[src/rtl/ptc_pkg.sv]
package ptc_pkg;

    typedef enum logic [2:0] {
        SRC_NONE   = 3'd0,
        SRC_PERIPH = 3'd1,
        SRC_HF     = 3'd2,
        SRC_EXT    = 3'd3,
        SRC_LF     = 3'd4,
        SRC_XTAL   = 3'd5
    } src_e;

    // Index of each tick line inside the packed tick vector
    localparam int TK_PERIPH = 0;
    localparam int TK_HF     = 1;
    localparam int TK_EXT    = 2;
    localparam int TK_LF     = 3;
    localparam int TK_XTAL   = 4;
    localparam int TK_N      = 5;

    typedef struct packed {
        logic dbg;
        logic lpwait;
        logic doze;
        logic stop;
    } lp_vec_t;

    function automatic logic pick_tick(input src_e sel, input logic [TK_N-1:0] tk);
        case (sel)
            SRC_PERIPH: pick_tick = tk[TK_PERIPH];
            SRC_HF:     pick_tick = tk[TK_HF];
            SRC_EXT:    pick_tick = tk[TK_EXT];
            SRC_LF:     pick_tick = tk[TK_LF];
            SRC_XTAL:   pick_tick = tk[TK_XTAL];
            default:    pick_tick = 1'b0;
        endcase
    endfunction

    function automatic logic lp_allows(input lp_vec_t mode, input lp_vec_t allow);
        return ((mode & ~allow) == '0);
    endfunction

endpackage

[src/rtl/ptc_divider.sv]
module ptc_divider #(
    parameter int W = 12
) (
    input  logic         clk,
    input  logic         rst,
    input  logic         clear,
    input  logic         en_in,
    input  logic [W-1:0] limit,
    output logic         tick_out
);
    logic [W-1:0] phase;
    logic         at_end;

    assign at_end   = (phase >= limit);
    assign tick_out = en_in && at_end;

    always_ff @(posedge clk) begin
        if (rst || clear) begin
            phase <= '0;
        end else if (en_in) begin
            phase <= at_end ? '0 : phase + 1'b1;
        end
    end


    phase_in_range_chk: assert property (@(posedge clk) disable iff (rst)
        ($stable(limit) && phase <= limit) |=> (phase <= limit));


    idle_hold_chk: assert property (@(posedge clk) disable iff (rst)
        (!en_in && !clear) |=> $stable(phase));
endmodule

[src/rtl/ptc_swr_seq.sv]
module ptc_swr_seq #(
    parameter int SRST_CYC = 3
) (
    input  logic clk,
    input  logic rst,
    input  logic req,
    output logic busy
);
    localparam int CW = $clog2(SRST_CYC + 1);
    localparam logic [CW-1:0] LOAD = CW'(SRST_CYC);

    logic [CW-1:0] remain;

    always_ff @(posedge clk) begin
        if (rst) begin
            remain <= '0;
        end else if (req) begin
            remain <= LOAD;
        end else if (remain != '0) begin
            remain <= remain - 1'b1;
        end
    end

    assign busy = (remain != '0);


    swr_starts_chk: assert property (@(posedge clk) disable iff (rst)
        req |=> busy);


    swr_ends_chk: assert property (@(posedge clk) disable iff (rst)
        (!req && remain == 1) |=> !busy);

    always_comb begin

        swr_bound_chk: assert (remain <= LOAD);
    end
endmodule

[src/rtl/ptc_counter.sv]
module ptc_counter #(
    parameter int CNT_W = 32
) (
    input  logic             clk,
    input  logic             rst,
    input  logic             clear,
    input  logic             run,
    input  logic             clr_off,
    input  logic             freerun,
    input  logic             tick,
    input  logic             cmp_hit,
    input  logic             st_wr,
    input  logic             st_wdata,
    output logic [CNT_W-1:0] count,
    output logic             flag
);
    localparam logic [CNT_W-1:0] CNT_MAX = '1;

    logic pend;
    logic reload;
    logic wrap;

    assign reload = !freerun && (pend || cmp_hit);
    assign wrap   = run && tick && !reload && (count == CNT_MAX);

    always_ff @(posedge clk) begin
        if (rst || clear) begin
            count <= '0;
            pend  <= 1'b0;
        end else if (!run) begin
            if (clr_off) count <= '0;
            pend <= 1'b0;
        end else if (tick) begin
            count <= reload ? '0 : count + 1'b1;
            pend  <= 1'b0;
        end else if (cmp_hit && !freerun) begin
            pend <= 1'b1;
        end
    end

    always_ff @(posedge clk) begin
        if (rst || clear) begin
            flag <= 1'b0;
        end else if (wrap) begin
            flag <= 1'b1;
        end else if (st_wr && st_wdata) begin
            flag <= 1'b0;
        end
    end


    freerun_wrap_chk: assert property (@(posedge clk) disable iff (rst)
        (!clear && run && tick && freerun && count == CNT_MAX) |=> (count == '0));


    flag_on_wrap_chk: assert property (@(posedge clk) disable iff (rst)
        (!clear && run && tick && freerun && count == CNT_MAX) |=> flag);


    retain_off_chk: assert property (@(posedge clk) disable iff (rst)
        (!clear && !run && !clr_off) |=> $stable(count));


    clear_off_chk: assert property (@(posedge clk) disable iff (rst)
        (!run && clr_off) |=> (count == '0));


    restart_chk: assert property (@(posedge clk) disable iff (rst)
        (!clear && run && tick && !freerun && cmp_hit) |=> (count == '0));


    w1c_chk: assert property (@(posedge clk) disable iff (rst)
        (!clear && st_wr && st_wdata && !(run && tick)) |=> !flag);
endmodule

[src/rtl/prescaled_timer_core.sv]
module prescaled_timer_core
    import ptc_pkg::*;
#(
    parameter int CNT_W    = 32,
    parameter int DIV_W    = 12,
    parameter int XDIV_W   = 4,
    parameter int SRST_CYC = 3
) (
    input  logic              clk,
    input  logic              rst,
    input  logic              cfg_run,
    input  logic              cfg_clr_off,
    input  logic              cfg_freerun,
    input  logic [2:0]        cfg_src,
    input  logic [DIV_W-1:0]  cfg_div,
    input  logic              cfg_xtal_en,
    input  logic [XDIV_W-1:0] cfg_xdiv,
    input  logic              cfg_run_dbg,
    input  logic              cfg_run_wait,
    input  logic              cfg_run_doze,
    input  logic              cfg_run_stop,
    input  logic              cfg_rov_ie,
    input  logic              lp_dbg,
    input  logic              lp_wait,
    input  logic              lp_doze,
    input  logic              lp_stop,
    input  logic              tick_periph,
    input  logic              tick_hf,
    input  logic              tick_ext,
    input  logic              tick_lf,
    input  logic              tick_xtal,
    input  logic              cmp1_hit,
    input  logic              st_wr,
    input  logic              st_wdata,
    input  logic              swr_req,
    output logic [CNT_W-1:0]  count,
    output logic              rov_flag,
    output logic              rov_irq,
    output logic              swr_busy
);
    logic            swr_clear;
    logic            xtal_tick;
    logic [TK_N-1:0] tk_vec;
    logic            src_tick;
    logic            active;
    logic            cnt_tick;
    lp_vec_t         lp_mode;
    lp_vec_t         lp_allow;

    ptc_swr_seq #(.SRST_CYC(SRST_CYC)) swr_i (
        .clk  (clk),
        .rst  (rst),
        .req  (swr_req),
        .busy (swr_busy)
    );

    assign swr_clear = swr_req || swr_busy;

    ptc_divider #(.W(XDIV_W)) xdiv_i (
        .clk      (clk),
        .rst      (rst),
        .clear    (swr_clear || !cfg_xtal_en),
        .en_in    (tick_xtal && cfg_xtal_en),
        .limit    (cfg_xdiv),
        .tick_out (xtal_tick)
    );

    assign tk_vec[TK_PERIPH] = tick_periph;
    assign tk_vec[TK_HF]     = tick_hf;
    assign tk_vec[TK_EXT]    = tick_ext;
    assign tk_vec[TK_LF]     = tick_lf;
    assign tk_vec[TK_XTAL]   = xtal_tick;

    assign src_tick = pick_tick(src_e'(cfg_src), tk_vec);

    assign lp_mode  = '{dbg: lp_dbg, lpwait: lp_wait, doze: lp_doze, stop: lp_stop};
    assign lp_allow = '{dbg: cfg_run_dbg, lpwait: cfg_run_wait,
                        doze: cfg_run_doze, stop: cfg_run_stop};
    assign active   = cfg_run && lp_allows(lp_mode, lp_allow);

    ptc_divider #(.W(DIV_W)) mdiv_i (
        .clk      (clk),
        .rst      (rst),
        .clear    (swr_clear || !cfg_run),
        .en_in    (src_tick && active),
        .limit    (cfg_div),
        .tick_out (cnt_tick)
    );

    ptc_counter #(.CNT_W(CNT_W)) cnt_i (
        .clk      (clk),
        .rst      (rst),
        .clear    (swr_clear),
        .run      (cfg_run),
        .clr_off  (cfg_clr_off),
        .freerun  (cfg_freerun),
        .tick     (cnt_tick),
        .cmp_hit  (cmp1_hit),
        .st_wr    (st_wr),
        .st_wdata (st_wdata),
        .count    (count),
        .flag     (rov_flag)
    );

    assign rov_irq = rov_flag && cfg_rov_ie;


    lp_freeze_chk: assert property (@(posedge clk) disable iff (rst)
        (!swr_clear && cfg_run && lp_stop && !cfg_run_stop) |=> $stable(count));


    swr_holds_zero_chk: assert property (@(posedge clk) disable iff (rst)
        swr_busy |-> (count == '0 && !rov_flag));


    reset_state_chk: assert property (@(posedge clk)
        rst |=> (count == '0 && !rov_flag && !swr_busy));

    always_comb begin

        irq_gate_chk: assert (!rov_irq || cfg_rov_ie);
    end
endmodule

[config.mk]
export PLATFORM = sky130hd
export DESIGN_NAME = prescaled_timer_core
export DESIGN_NICKNAME = d
export VERILOG_FILES = /design/src/rtl/ptc_pkg.sv /design/src/rtl/ptc_divider.sv /design/src/rtl/ptc_swr_seq.sv /design/src/rtl/ptc_counter.sv /design/src/rtl/prescaled_timer_core.sv
export SDC_FILE = /design/constraint.sdc
export NUM_CORES = 1
export LEC_CHECK = 0
export CAP_MARGIN = 5
export CORE_ASPECT_RATIO = 0.5
export CORE_UTILIZATION = 46
export CTS_BUF_LIST = sky130_fd_sc_hd__clkbuf_16
export CTS_CLUSTER_SIZE = 14
export DETAILED_ROUTE_END_ITERATION = 8
export MAX_ROUTING_LAYER = met4
export PLACE_DENSITY = 0.77
export SYNTH_ARGS = -nofsm -noshare
export SYNTH_HDL_FRONTEND = slang
export SYNTH_HIERARCHICAL = 1
export SYNTH_SLANG_ARGS = --single-unit
export TNS_END_PERCENT = 5
[constraint.sdc]
create_clock -name clk -period 3.3 [get_ports clk]
set_input_delay 0.33 -clock clk [delete_from_list [all_inputs] [get_ports clk]]
set_output_delay 0.33 -clock clk [all_outputs]
set_load 0.05 [all_outputs]
==> results.md <==
- Die Wd: 122 um
- Worst r2r dst: cnt_i/count[7]
- Layout area overhead: 35.6%
- Clock slew at reported path FFs: 0.07 ns
- Ys flop type: dfxtp_1
- Hold/Removal Path Class: register to register
- Clock share of power: 43.1%
- 1st-iter DRT viols: 247
- Total power: 1.38 mW
- Post-synthesis sequential area ratio: 31.3%
- Share of flip-flops with an asynchronous set or reset: 0%
- Req. time, crit path: 3.51 ns
- Gpl congestion: 0.856
- Clock buffer depth: 2
- Hold_buf cts: 0
- Synth Register Bits: 52
- P_int: 1.08 mW
- Total global routing overflow: 0
- Seq pwr share: 45.7%
- Post-synth EDFFs: 0
- MaxCap Viol Count: 0
- Worst-margin pin slew: 0.695 ns
- Largest net degree at the start of global routing: 18
- ANT nets after route: 0
- Setup violators final: 0
- Area leader, netlist: dfxtp_1
- RSZ-0062 raised after global routing: false
- Worst Slack Setup Final: 0.214 ns
- Drt total wl: 8.29 mm
- Post-DP HPWL: 6.25 mm
- WL met3: 341 um
- Synth top area cells: dfxtp_1 31%, ha_1 7.5%, nor2_1 5.1%
- Sw frac: 22.2%
- Layout cells sized above 1: 11.0%
- Port buffer count: 77
- Setup Fix Bufs, Post-CTS: 0
- Root Buffer: clkbuf_16
- Clk sink count: 52
- I/O pin cnt: 78
- Initial core utilization: 48.7%
- Power per cell area: 307 nW/um^2
- Final period utilization: 93.5%
- VDD IR max: 0.193 mV
- Synth unique cells: 66
- Die H: 62.1 um
- Synthesized Nets: 478
- Hold Path Cell Cnt: 2
- Post-Syn Instances: 415
- Initial antenna violation count: 0
- Post-Place Setup Slack: -0.246 ns
- Critical path endpoint category: register
- CTS tree: yes
- Combinational share of power: 11.3%
- Met1 Wirelength: 3.94 mm
- Rows: 21
- Fin util: 66.0%
- Final min period: 3.09 ns
- Vias per cell: 5.57
- First-pass GRT wire length: 14.2 mm
- Worst-skew pair later-pin latency: 0.30 ns
- Crit start category: primary input
- F_max: 324 MHz
- Worst hold slack: 0.474 ns
- Final hold violation count: 0
- R2R depth: 16
- Vias: 3335
- Initial DRT Pass Iterations: 4
- CP max FO: 13
- Die area: 7590 sq um
- Core ar.: 6830 sq um
- Rel. slew slack: 53.3%
- Fin nets: 569
- Status: completed
- FF-to-FF Start: xdiv_i/phase[0]
- Psw: 0.307 mW
- Post-Syn Area per Cell: 8.01 sq um
- Top sig layer: met4
- Reg2Reg Setup Slack: 0.22 ns
- Top-area cell type share of the netlist area: 31.3%
- Clock buffer count from CTS: 5
- Final Instance Area: 4510 sq um
- N_diodes: 0
- Gr usage total: 23.7%
- Hold_sp: cnt_i/flag
- Area after DPL: 4310 sq um
- Min-Delay Endpoint: cnt_i/flag
- Drt drc: 0
- Vias in the first global route: 3211
- Clock skew: 0.00818 ns
- Most common library cell in the layout ignoring fill and taps: clkdlybuf4s50_1
- Data arrival, critical path: 3.30 ns
- Cell Area, Synth: 3320 sq um
- WS Path Type: primary input to register
- Slew Viols, Final: 0
- DR WL/cell: 13.8 um
- WL met2: 3.94 mm
- YS warnings: 6
- Leakage power: 1.70 nW
- CTS H-tree lvls: 2
- Commonest non-fill, non-tap cells in the layout: 77 x clkdlybuf4s50_1, 52 x dfxtp_1, 45 x nor2_1
[worst max path at each step]
stage,slack (ns),end,startpoint
floorplan,0.05,cnt_i/count[13],xdiv_i/phase[0]
global placement,-0.13,cnt_i/count[23],cfg_xdiv[3]
detailed placement,-0.25,cnt_i/count[23],cfg_xdiv[2]
CTS,0.04,cnt_i/count[23],xdiv_i/phase[0]
global route,0.02,cnt_i/count[23],xdiv_i/phase[0]
finish,0.21,cnt_i/count[7],cfg_xdiv[2]
[synth_stat cells (all sizes together), types with 3 or more instances]
library cell   n
inv           28
a41oi          4
o211a          4
nand4         20
o21ai         22
a2111oi        3
nand2         37
and4           4
dfxtp         52
buf            7
o31ai          4
xnor2          5
and3          10
a21oi         28
o211ai         5
clkbuf         7
a31oi          9
and2           5
xor2           6
mux2i          4
nand3         18
or2            4
nor3          10
nand2b         8
nor4           8
ha            20
nor2          48
nor2b          5
[layer usage]
metal  track usage, %  vias up
met3             4.69        5
li1                 -     1706
met5                -        -
met4             6.55        0
met2             39.7       73
met1             28.8     1551
[cell families (layout without fill, tap and decap cells)]
logic type                 count (synthesis)  after routing  share of synthesized area [%]
xor gates and xnor gates                  11             11                           2.90
muxes                                      5              5                           1.54
AOI/OAI and AO/OA                        100            100                           21.3
buffers and inverters                     42            134                           5.19
and+or+nand+nor                          185            185                           30.2
adders and majority gates                 20             20                           7.53
DFF                                       52             52                           31.3
[area by class of cell]
class	instances	area [sq um]
clock buffer	5	125
tap	92	115
inverter	28	105
clock inverter	3	42.5
fill	593	2320
sequential	52	1040
multi-input combinational	321	2140
timing repair buffer	98	941
[per-stage QoR]
| step | std cells | TNS [ns] |
|---|---|---|
| 3_3_place_gp | 591 | -1.04 |
| 3_5_place_dp | 591 | -3.94 |
| 2_1_floorplan | 415 | 0 |
| 4_1_cts | 599 | 0 |
| 6_report | 599 | 0 |
| 5_1_grt | 599 | 0 |
[worst max-delay path: stages]
cell             delay [ns]
clkdlybuf4s50_1        0.45
inv_1                  0.04
ha_1                   0.27
o21a_1                 0.11
nor2_1                 0.06
nor2_2                 0.10
and2_1                 0.13
nor2b_1                0.04
o21a_1                 0.19
a2111oi_4              0.34
inv_1                  0.13
a31oi_4                0.23
nand3_1                0.16
buf_4                  0.22
nor3_1                 0.21
nor2_1                 0.06
a311oi_1               0.22
[state kept, by name, indices dropped and copies added (netlist names)]
signal        count
cnt_i/count      32
mdiv_i/phase     12
xdiv_i/phase      4
swr_i/remain      2
cnt_i/flag        1
cnt_i/pend        1
[power groups by stage]
stage / clock (mW) / sequential, mW / combinational [mW]
5_1_grt: 0.643 / 0.632 / 0.171
2_1_floorplan: 0 / 0.646 / 0.0741
3_5_place_dp: 0 / 0.647 / 0.154
6_report: 0.596 / 0.632 / 0.156
3_3_place_gp: 0 / 0.646 / 0.150
4_1_cts: 0.611 / 0.632 / 0.155
[timing repair]
item,4_1_cts,5_1_grt
gates resized for setup,0,3
endpoints found under the setup margin,0,30
hold endpoints to repair,0,0
Power figures use the tool's default switching activity.
